==> src/rtl/cfgreq_pkg.sv <==
package cfgreq_pkg;
  parameter int unsigned DW_ADDR_W = 10;
  parameter int unsigned FUNC_W    = 8;
  parameter int unsigned DATA_W    = 32;
  localparam int unsigned BE_W     = DATA_W / 8;
  localparam int unsigned BYTE_SH  = $clog2(BE_W);
  localparam int unsigned BADDR_W  = DW_ADDR_W + BYTE_SH;

  typedef enum logic [1:0] {ST_IDLE, ST_READ, ST_WRITE} req_state_e;

  typedef struct packed {
    logic                 dbg;
    logic [DW_ADDR_W-1:0] addr;
    logic [FUNC_W-1:0]    func;
    logic [DATA_W-1:0]    wdata;
    logic [BE_W-1:0]      be;
  } mgmt_req_t;
endpackage

==> src/rtl/cfgreq_fsm.sv <==
module cfgreq_fsm
  import cfgreq_pkg::*;
(
  input  logic clk_i,
  input  logic rst_ni,
  input  logic cmd_valid_i,
  input  logic cmd_write_i,
  input  logic mgmt_done_i,
  output logic cmd_ready_o,
  output logic load_o,
  output logic finish_o,
  output logic mgmt_wr_o,
  output logic mgmt_rd_o
);
  req_state_e st_q;

  assign cmd_ready_o = (st_q == ST_IDLE);
  assign load_o      = cmd_valid_i && cmd_ready_o;
  assign finish_o    = !cmd_ready_o && mgmt_done_i;
  assign mgmt_wr_o   = (st_q == ST_WRITE);
  assign mgmt_rd_o   = (st_q == ST_READ);

  always_ff @(posedge clk_i or negedge rst_ni) begin
    if (!rst_ni)       st_q <= ST_IDLE;
    else if (load_o)   st_q <= cmd_write_i ? ST_WRITE : ST_READ;
    else if (finish_o) st_q <= ST_IDLE;  // strobe falls the cycle after done
  end
endmodule

==> src/rtl/cfgreq_hold.sv <==
module cfgreq_hold
  import cfgreq_pkg::*;
(
  input  logic               clk_i,
  input  logic               rst_ni,
  input  logic               load_i,
  input  logic               cmd_write_i,
  input  logic [BADDR_W-1:0] cmd_byte_addr_i,
  input  logic [FUNC_W-1:0]  cmd_func_i,
  input  logic [DATA_W-1:0]  cmd_wdata_i,
  input  logic [BE_W-1:0]    cmd_be_i,
  input  logic               cmd_dbg_i,
  output mgmt_req_t          req_o
);
  mgmt_req_t req_q;

  always_ff @(posedge clk_i or negedge rst_ni) begin
    if (!rst_ni) begin
      req_q <= '0;
    end else if (load_i) begin
      req_q.addr  <= cmd_byte_addr_i[BADDR_W-1:BYTE_SH];
      req_q.func  <= cmd_func_i;
      req_q.wdata <= cmd_wdata_i;
      req_q.be    <= cmd_be_i;
      req_q.dbg   <= cmd_dbg_i && cmd_write_i;
    end
  end

  assign req_o = req_q;
endmodule

==> src/rtl/cfgreq_rsp.sv <==
module cfgreq_rsp
  import cfgreq_pkg::*;
(
  input  logic              clk_i,
  input  logic              rst_ni,
  input  logic              finish_i,
  input  logic              was_write_i,
  input  logic [DATA_W-1:0] mgmt_rdata_i,
  output logic              rsp_valid_o,
  output logic              rsp_write_o,
  output logic [DATA_W-1:0] rsp_rdata_o
);
  always_ff @(posedge clk_i or negedge rst_ni) begin
    if (!rst_ni) begin
      rsp_valid_o <= 1'b0;
      rsp_write_o <= 1'b0;
      rsp_rdata_o <= '0;
    end else begin
      rsp_valid_o <= finish_i;
      if (finish_i) begin
        rsp_write_o <= was_write_i;
        // read data is only valid in the done cycle
        if (!was_write_i) rsp_rdata_o <= mgmt_rdata_i;
      end
    end
  end
endmodule

==> src/rtl/cfg_access_req.sv <==
module cfg_access_req
  import cfgreq_pkg::*;
(
  input  logic               clk_i,
  input  logic               rst_ni,
  input  logic               cmd_valid_i,
  output logic               cmd_ready_o,
  input  logic               cmd_write_i,
  input  logic [BADDR_W-1:0] cmd_byte_addr_i,
  input  logic [FUNC_W-1:0]  cmd_func_i,
  input  logic [DATA_W-1:0]  cmd_wdata_i,
  input  logic [BE_W-1:0]    cmd_be_i,
  input  logic               cmd_dbg_i,
  output logic               rsp_valid_o,
  output logic               rsp_write_o,
  output logic [DATA_W-1:0]  rsp_rdata_o,
  output logic [DW_ADDR_W-1:0] mgmt_addr_o,
  output logic [FUNC_W-1:0]  mgmt_func_o,
  output logic [DATA_W-1:0]  mgmt_wdata_o,
  output logic [BE_W-1:0]    mgmt_be_o,
  output logic               mgmt_wr_o,
  output logic               mgmt_rd_o,
  output logic               mgmt_dbg_o,
  input  logic [DATA_W-1:0]  mgmt_rdata_i,
  input  logic               mgmt_done_i
);
  logic      load, finish;
  mgmt_req_t req;

  cfgreq_fsm u_fsm (
    .clk_i, .rst_ni, .cmd_valid_i, .cmd_write_i, .mgmt_done_i,
    .cmd_ready_o, .load_o(load), .finish_o(finish), .mgmt_wr_o, .mgmt_rd_o
  );

  cfgreq_hold u_hold (
    .clk_i, .rst_ni, .load_i(load), .cmd_write_i, .cmd_byte_addr_i,
    .cmd_func_i, .cmd_wdata_i, .cmd_be_i, .cmd_dbg_i, .req_o(req)
  );

  cfgreq_rsp u_rsp (
    .clk_i, .rst_ni, .finish_i(finish), .was_write_i(mgmt_wr_o), .mgmt_rdata_i,
    .rsp_valid_o, .rsp_write_o, .rsp_rdata_o
  );

  assign mgmt_addr_o  = req.addr;
  assign mgmt_func_o  = req.func;
  assign mgmt_wdata_o = req.wdata;
  assign mgmt_be_o    = req.be;
  assign mgmt_dbg_o   = req.dbg && mgmt_wr_o;
endmodule

==> config.mk <==
export PLATFORM = sky130hd
export DESIGN_NAME = cfg_access_req
export DESIGN_NICKNAME = d
export VERILOG_FILES = /design/src/rtl/cfgreq_pkg.sv /design/src/rtl/cfgreq_fsm.sv /design/src/rtl/cfgreq_hold.sv /design/src/rtl/cfgreq_rsp.sv /design/src/rtl/cfg_access_req.sv
export SDC_FILE = /design/constraint.sdc
export NUM_CORES = 1
export LEC_CHECK = 0
export BUFFER_PORTS_ARGS = -buffer_cell sky130_fd_sc_hd__buf_2
export CAP_MARGIN = 40
export CORE_ASPECT_RATIO = 1.5
export CORE_UTILIZATION = 30
export DETAILED_ROUTE_END_ITERATION = 10
export SLEW_MARGIN = 10
export SYNTH_ARGS = -nofsm -noshare
export SYNTH_HDL_FRONTEND = slang
export SYNTH_SLANG_ARGS = --single-unit
export TNS_END_PERCENT = 100
==> constraint.sdc <==
create_clock -name clk_i -period 1.6 [get_ports clk_i]
set_input_delay 0.24 -clock clk_i [delete_from_list [all_inputs] [get_ports clk_i]]
set_output_delay 0.24 -clock clk_i [all_outputs]
set_load 0.1 [all_outputs]
==> After elaboration in Yosys (flattened, before gate mapping) <==
Index checks and enable logic that the tools add are counted.
{ "totals": {"mem_bits_rw": 0, "output_inout_bits": 92, "reg_bits": 91, "wordCells": 23, "latch_bits": 0, "rom_bits": 0, "input_bits": 94, "n_memories": 0} }
{ "classes": {"n_bitwise": 1, "shift": 0, "magnitude_cmp": 0, "n_reduce_logical": 8, "addsub": 0, "div_mod_pow": 0, "n_mux": 3, "eq_ne": 2, "mul": 0} }
{ "ops": {"columns": ["cell", "n"], "rows": [
  ["2-bit 2-to-1 mux", 3],
  ["1-bit logical AND", 4],
  ["2-bit by 1-bit == test with 1-bit output (second input constant)", 1],
  ["2-bit == test (second input constant)", 1],
  ["2-bit zero test", 1],
  ["2-bit AND reduction", 1],
  ["2-bit nonzero test", 1],
  ["1-bit zero test", 1],
  ["1-bit inverter", 1]
]} }

==> Depth between registers and ports, before layout <==
Gate-level depths: netlist (run 1).
{ "logic_depth": {"ltp_word": 5, "ltp_mapped": 4, "ltp_nobuf": 2} }

==> By module <==
Synthesis (run 1) repeated with hierarchy kept, for this count alone.
{ "unflattened": {"cells_unflattened": 202, "area_unflattened_um2": 3736.1} }
{ "modules_own_cells": {"columns": ["mod", "n_inst", "area_each_um2", "cells_per_inst", "seq_area_each_um2"], "rows": [
  ["cfgreq_hold", 1, 2202.1, 118, 1376.3],
  ["cfgreq_rsp", 1, 1420.1, 72, 850.8],
  ["cfgreq_fsm", 1, 107.6, 11, 50.0],
  ["cfg_access_req", 1, 6.3, 1, 0.0]
]} }

==> Worst setup path before layout (run 1) <==
Ideal clock, no wire load.
{ "synth_path": {"path_kind": "reg2out", "startpoint": "register u_fsm.st_q[1]", "endpoint": "output port mgmt_dbg_o", "n_path_buf": 0, "setup_slack_ps": -1381, "arrival_time_ps": 2741, "path_stages_with_launch": 3, "required_time_ps": 1360, "path_cell_list": "dfrtp_1 > nor2b_1 > and2_1"} }
{ "synth_via": {"elab_chain_len": 2} }
{ "synth_lines": {"columns": ["element", "line", "rtl"], "rows": [
  ["from (decl)", "cfgreq_fsm.sv:15", "req_state_e st_q;"],
  ["from (signal assigned)", "cfgreq_fsm.sv:25", "else if (load_o) st_q <= cmd_write_i ? ST_WRITE : ST_READ;"],
  ["2-bit == test", "cfgreq_fsm.sv:20", "assign mgmt_wr_o = (st_q == ST_WRITE);"],
  ["named net mgmt_wr_o", "cfg_access_req.sv:21", "output logic mgmt_wr_o,"],
  ["1-bit logical AND", "cfg_access_req.sv:49", "assign mgmt_dbg_o = req.dbg && mgmt_wr_o;"],
  ["to (decl)", "cfg_access_req.sv:23", "output logic mgmt_dbg_o,"]
]} }
The timed path passes the listed nets, and every way through them passes these cells.

==> Worst setup path after layout (run 1) <==
{ "layout_path": {"startpoint": "register u_fsm.st_q[0]", "endpoint": "output port mgmt_dbg_o"} }
{ "layout_via": {"elab_chain_len": 2} }
{ "layout_lines": {"columns": ["element", "line"], "rows": [
  ["2-bit == test", "cfgreq_fsm.sv:20"],
  ["1-bit logical AND", "cfg_access_req.sv:49"]
]} }
Every way passes these cells.

==> flow_summary.ini, run 1 <==
[detailed_routing]
dr.pass1.iters = 4
drt_wl_total_mm = 7.514
ant_nets = 0
via_per_inst = 4.248
vias = 2383
wl_per_cell_um = 13.39
drt_iter0_markers = 41
remaining_drc_errors = 0

[synth]
syn_nets = 351
ys_seq_elements = 91
ys_warn_count = 0
synth.avg_cell_area_um2 = 14.97
netlist_area_um2 = 3847
yosysUniqueCellTypes = 15
synth.yosys.seq_area_share_pct = 59.19
synth_cells = 257

[clocking]
worstSkewPairLatency_ns = 0.33
clock_sinks = 91
clockBufferDepth = 2
cts_tree = done
htreeDepth = 3
cts_buffers = 9
cts_root_buf = clkbuf_16
path_clk_slew_ns = 0.07

[worst_setup_path]
cp-start-kind = flop
critPathMaxFanout = 6
end_kind = output port
crit_arrival_ns = 1.32
ff2ff_path_depth = 4
path_class = flop to output port
cp.required_ns = 1.36

[die]
fp.dieH_um = 140.7
placementRows = 50
dieArea_um2 = 13290
fp.dieW_um = 94.47
core_area_um2 = 12510
start_util_pct = 30.75
boundaryPins = 186

[sta]
fmax_mhz = 639.0
final_max_slew_viol_count = 0
setup_viol = 0
grt_setup_unrepaired = yes
post-route-period-util_pct = 97.80
finalClockSkew_ns = 0.007013
fin_crit_ns = 1.565
timing.slew.headroom_pct = 65.95
hold_viol_final = 0
worst_pin_slew_ns = 0.5143

[global_routing]
grt_pass1_vias = 2570
grt_pass1_wl_mm = 11.91
grt_max_degree = 92
track_usage_pct = 11.72
antenna_found_initial = 0
grt-ovfl-total = 0

[flow_run]
max_cap_viol_count = 0

[placed_design]
globalplace.congestion = 0.7053
port_buffers = 183
dp_hpwl_mm = 5.542
placed_cell_area_um2 = 4636

[cells_and_area]
drive_gt1_share_pct = 74.07
syn2layout_area_growth_pct = 30.18
final_cell_mix = buf_2, dfrtp_1, mux2_2, clkbuf_16, buf_12
fill_cells = 1227
antennaDiodeCount = 0
final_area_um2 = 5009
final_common_cell = buf_2
final_util_pct = 40.03
nets = 494

[hold_path]
min_path_cells = 2
hp-class = input pin to flop

[status]
status = finished clean
==> synthesized netlist by cell type, drive strengths merged <==
| library cell | instances | area [µm²] |
|---|---|---|
| nand3b | 1 | 7.510 |
| nor3b | 1 | 12.51 |
| dfrtp | 91 | 2277 |
| mux2 | 86 | 968.4 |
| nor2b | 2 | 12.51 |
| o21ai | 1 | 5.000 |
| mux2i | 2 | 20.02 |
| and2 | 1 | 6.260 |
| nand2 | 2 | 7.510 |
| or4b | 1 | 10.01 |
| buf | 63 | 495.5 |
| nor2 | 2 | 7.510 |
| inv | 2 | 7.510 |
| a21oi | 2 | 10.01 |
==> routing by layer <==
metal / global-route usage [%] / share of wire, % / vias up
met4: 5.423 / 1.7 / 0
li1: - / - / 1102
met1: 12.34 / 37 / 1160
met5: 0 / 0 / -
met3: 4.261 / 8.6 / 9
met2: 20.44 / 53 / 112
==> flip-flops by register name (all words and copies together) (netlist names) <==
name,flops
u_fsm.st_q,2
u_rsp.rsp_valid_o,1
u_rsp.rsp_rdata_o,32
u_hold.req_o,55
u_rsp.rsp_write_o,1
==> metrics by stage <==
step                      setup slack (ns)  setup TNS, ns  hold slack (ns)  cells
final                              0.03515              0           0.1361    561
after CTS                        -0.001473      -0.001473           0.1115    559
after global routing              -0.02694       -0.07991           0.1239    561
after global placement              0.1417              0           0.3199    540
after floorplan                    -0.2582        -0.2582         -0.05559    257
after detailed placement            0.1047              0           0.3262    540
==> worst paths after layout <==
check / from / endpoint / slack (ns)
setup reg to reg: u_fsm.st_q[1] / u_hold.req_o[33] / 0.07
hold reg to reg: u_rsp.rsp_rdata_o[1] / u_rsp.rsp_rdata_o[1] / 0.50
hold / removal: cmd_be_i[1] / u_hold.req_o[1] / 0.14
max in group asynchronous: rst_ni / u_hold.req_o[7] / 0.74
setup / recovery: u_fsm.st_q[0] / mgmt_dbg_o / 0.04
min in group asynchronous: rst_ni / u_hold.req_o[32] / 0.50
==> worst max-delay path, cell delays in order, from the launching register on <==
cell and delay, ns:
dfrtp_1 0.39, buf_6 0.14, nor2b_4 0.13, and2_4 0.17, buf_12 0.16
==> logic make-up after synthesis <==
group	after synthesis	synth area share, %
DFF	91	59.19
muxes	88	25.69
buffers and inverters	65	13.07
and+or+nand+nor	10	1.659
AOI/OAI and AO/OA	3	0.3901
==> cell type report <==
type	count	area (µm²)	area share, %
flip-flops and latches	91	2277	45.47
repair buffers	195	1120	22.36
clock inverters	4	73.82	1.474
multi-input cells	101	1089	21.73
well taps	156	195.2	3.897
clock buffers	12	246.5	4.921
inverters	2	7.507	0.1499
==> timing repair <==
item,in CTS,in global routing
hold buffers,1,0
endpoints found under the hold margin,91,0
pin swaps,1,1
setup buffers,2,2
endpoints found under the setup margin,1,11
gates resized for setup,4,0
Power of run 1 is left out: the tool's default activity adds up to more than one toggle a clock period on the data nets, which glitch-free logic cannot reach.
==> inputs of run 2 (changes only) <==
clock period = 1.4 ns   (was 1.6 ns; I/O delays follow)
==> run 2 against run 1 <==
  * The flow now finishes with violations (setup timing)
  * Non-clock buffer count up 2
  * Die area unchanged
  * Register-to-register slack got worse by 0.18 ns
  * Sequential cell count unchanged
  * Sequential share of layout area fell by 0.25 points
  * Highest routed layer unchanged
==> flow_summary.ini, run 2 (synthesis results as in run 1) <==
[status]
status = complete, but fails checks
violations = setup timing

[cells_and_area]
syn2layout_area_growth_pct = 31.06
final_util_pct = 40.30
largest_register_ffs = 55
drive_gt1_share_pct = 74.88
multiInputGateArea_um2 = 1110
nets = 496
fin_cells = 562
final-seq-area_um2 = 2280
final_common_cell = buf_2
final_cell_mix = buf_2, dfrtp_1, mux2_2, clkbuf_16, buf_12
fill_cells = 1210
antennaDiodeCount = 0

[worst_setup_path]
cp.required_ns = 1.19
path_cells = buf_6, nor2b_4, and2_4, buf_12
cp-start-kind = flop
rrSetupSlack_ns = -0.11
timing.rr.start = u_fsm.st_q[0]
critical_path.slowest_cell = dfrtp_2
r2r_end = u_hold.req_o[37]
end_kind = output port
path_buf_inv = 2
critPathMaxFanout = 5
ff2ff_path_depth = 4
path_class = flop to output port
cpLargestDelayFamily = flip-flops
slowest_delay_ns = 0.43
crit_arrival_ns = 1.31

[sta]
setup_viol = 58
fin_ws_ns = -0.1172
post-route-period-util_pct = 108.4
grt_setup_unrepaired = yes
finalClockSkew_ns = 0.005907
worst_pin_slew_ns = 0.4991
holdWs_ns = 0.1051
fin_setup_tns_ns = -5.719
hold_viol_final = 0
final_max_slew_viol_count = 0
fin_crit_ns = 1.517
fmax_mhz = 659.1
timing.slew.headroom_pct = 66.95

[global_routing]
grt_pass1_vias = 2544
antenna_found_initial = 0
track_usage_pct = 11.11
grt_pass1_wl_mm = 11.50
grt_max_degree = 45
grt-ovfl-total = 0

[flow_run]
max_cap_viol_count = 0

[clocking]
htreeDepth = 3
path_clk_slew_ns = 0.06
worstSkewPairLatency_ns = 0.33
cts_root_buf = clkbuf_16
cts_tree = done
cts_buffers = 9
clockBufferDepth = 2
clock_sinks = 91

[hold_path]
worstHoldStart = cmd_func_i[5]
hp-class = input pin to flop
hold_end = u_hold.req_o[41]
min_path_cells = 2

[detailed_routing]
drt_wl_total_mm = 7.356
remaining_drc_errors = 0
vias = 2397
wl_per_cell_um = 13.09
via_per_inst = 4.265
drt_iter0_markers = 50
ant_nets = 0
dr.pass1.iters = 2

[die]
boundaryPins = 186
placementRows = 50
fp.dieW_um = 94.47
fp.dieH_um = 140.7
start_util_pct = 30.75
core_area_um2 = 12510
dieArea_um2 = 13290

[placed_design]
globalplace.congestion = 0.6905
port_buffers = 183
placedCellCount = 540
dp_hpwl_mm = 5.390
run 2: layout make-up:
| type | count | share of cell area, % |
|---|---|---|
| clock buffer | 11 | 4.615 |
| timing repair buffer | 197 | 23.10 |
| sequential | 91 | 45.21 |
| multi-input combinational | 101 | 22.01 |
| clock inverter | 4 | 1.042 |
| tap | 156 | 3.871 |
| inverter | 2 | 0.1489 |
run 2: worst reg2reg max path, cell delays in order (launching register included):
cell and delay [ns]:
dfrtp_2 0.41, buf_6 0.12, nor3b_4 0.22, buf_12 0.26, mux2_2 0.39
run 2: metrics by stage:
stage	setup slack, ns	area [µm²]
floorplan	-0.2395	3865
global placement	-0.01057	4652
detailed placement	-0.03726	4652
CTS	-0.1436	4985
global route	-0.1743	5042
finish	-0.1172	5042
run 2: repair_timing:
action / in CTS / in global routing
hold buffers: 1 / 0
resized for setup: 6 / 4
gates cloned: 0 / 1
endpoints found under the setup margin: 62 / 62
hold endpoints to repair: 91 / 0
setup buffers: 2 / 3
run 2: how the worst max path moves through the flow:
| stage | startpoint | endpoint | slack [ns] | depth (start not counted) |
|---|---|---|---|---|
| CTS | u_fsm.st_q[1] | mgmt_dbg_o | -0.14 | 4 |
| floorplan | u_fsm.st_q[1] | mgmt_dbg_o | -0.24 | 2 |
| global route | u_fsm.st_q[1] | mgmt_dbg_o | -0.17 | 4 |
| global placement | u_fsm.st_q[1] | u_hold.req_o[22] | -0.01 | 3 |
| finish | u_fsm.st_q[1] | mgmt_dbg_o | -0.12 | 4 |
| detailed placement | u_fsm.st_q[1] | u_hold.req_o[35] | -0.04 | 3 |
run 2: metal layers:
metal  vias up  share of wire [%]  track usage [%]
met1      1170                 35            10.72
met5         -                  0                0
met2       112                 54            20.10
li1       1105                  -                -
met4         0                2.0            5.582
met3        10                9.0            4.261
Power of run 2 is left out for the same reason.
==> inputs of run 3 (changes only) <==
CORE_UTILIZATION = 42   (was 30)
PLACE_DENSITY = 0.87   (was default)
==> run 3 against run 2 <==
  * The flow still finishes with violations (setup timing)
  * Fmax decreased by 0.94%
  * Utilization increased by 19 points
  * Register-to-register slack barely moved
  * Cell count fell by 6.8%
  * Wire length increased by 11%
  * Critical path depth unchanged
  * Sequential cell count did not move
  * Hold slack improved by 0.0060 ns
  * Critical path type unchanged
  * Largest cell class unchanged
==> flow_summary.ini, run 3 (synthesis results as in run 1) <==
[sta]
setup_viol = 39
worst_pin_slew_ns = 0.5170
fin_ws_ns = -0.1316
finalClockSkew_ns = 0.009159
final_max_slew_viol_count = 0
fmax_mhz = 652.9
timing.slew.headroom_pct = 65.77
post-route-period-util_pct = 109.4
grt_setup_unrepaired = yes
hold_viol_final = 0
holdWs_ns = 0.1111
fin_crit_ns = 1.532

[die]
boundaryPins = 186
fp.dieW_um = 80.15
core_area_um2 = 8881
start_util_pct = 43.32
dieArea_um2 = 9555
placementRows = 42
fp.dieH_um = 119.2

[global_routing]
grt_pass1_wl_mm = 12.01
grt-ovfl-total = 0
track_usage_pct = 16.74
grt_pass1_vias = 2594
antenna_found_initial = 0
grt_max_degree = 92

[worst_setup_path]
crit_arrival_ns = 1.32
critPathLaunch = u_fsm.st_q[0]
cpLargestDelayFamily = flip-flops
cp-start-kind = flop
slowest_delay_ns = 0.43
path_cells = buf_6, nor2b_4, and2_4, buf_12
path_class = flop to output port
end_kind = output port
cp.required_ns = 1.19
critical_path.slowest_cell = dfrtp_2
critPathMaxFanout = 7
timing.rr.start = u_fsm.st_q[1]
path_buf_inv = 2

[cells_and_area]
final_common_cell = buf_2
drive_gt1_share_pct = 75.12
fill_cells = 711
fin_cells = 524
multiInputGateArea_um2 = 1291
final_cell_mix = buf_2, dfrtp_1, mux2_4, mux2_2
largest_register_ffs = 55
nets = 503
syn2layout_area_growth_pct = 37.63
antennaDiodeCount = 0
final-seq-area_um2 = 2280

[detailed_routing]
remaining_drc_errors = 0
ant_nets = 0
drt_iter0_markers = 63
dr.pass1.iters = 4
wl_per_cell_um = 15.59
vias = 2482
drt_wl_total_mm = 8.171
via_per_inst = 4.737

[placed_design]
placedCellCount = 493
globalplace.congestion = 0.7237
port_buffers = 183
preCtsSetupSlack_ns = -0.07287
dp_hpwl_mm = 5.267

[clocking]
clockBufferDepth = 2
cts_buffers = 9
cts_tree = done
worstSkewPairLatency_ns = 0.33
path_clk_slew_ns = 0.06
cts_root_buf = clkbuf_16
clock_sinks = 91
htreeDepth = 3

[status]
violations = setup timing
status = complete, but fails checks

[flow_run]
max_cap_viol_count = 0

[hold_path]
hp-class = input pin to flop
worstHoldStart = mgmt_rdata_i[26]
==> run 3: cell count changes in the layout (fill, tap and decap cells not counted), sizes merged <==
cell    previous run  this run
buf              195       202
bufinv             1         0
clkbuf            12        14
==> run 3: per-layer routing <==
metal	vias to the layer above	GRT usage, %	part of all wire [%]
li1	1125	-	-
met3	12	4.981	6.6
met5	-	0	0
met4	0	6.473	1.6
met1	1230	18.04	39
met2	115	30.02	53
==> run 3: path summary, 6_finish.rpt <==
check / end / slack (ns) / cells after the start
hold reg to reg: u_rsp.rsp_rdata_o[26] / 0.50 / 1
min in group asynchronous: u_hold.req_o[0] / 0.45 / 3
setup reg to reg: u_hold.req_o[48] / -0.12 / 5
max in group asynchronous: u_hold.req_o[29] / 0.52 / 3
setup / recovery: mgmt_dbg_o / -0.13 / 4
hold / removal: u_rsp.rsp_rdata_o[26] / 0.11 / 2
==> run 3: repair_timing <==
action,CTS,global route
cloned,5,1
hold endpoints to repair,91,0
hold buffers,1,0
buffers inserted,8,6
gates resized for setup,26,55
setup endpoints to repair,68,87
==> run 3: cell type report <==
type / count / share of cell area (%)
Inverter: 2 / 0.1418
Sequential cell: 91 / 43.05
Clock buffer: 13 / 4.915
Timing Repair Buffer: 204 / 24.48
Multi-Input combinational cell: 101 / 24.39
Tap cell: 110 / 2.599
Clock inverter: 3 / 0.4253
==> run 3: through the flow <==
stage	TNS [ns]	instance area, µm²	util (%)
finish	-3.121	5295	59.62
global route	-5.813	5295	59.62
global placement	-0.5653	4587	51.65
floorplan	-0.5376	3865	-
CTS	-5.450	5177	58.30
detailed placement	-2.412	4587	51.65
Power of run 3 is left out for the same reason.
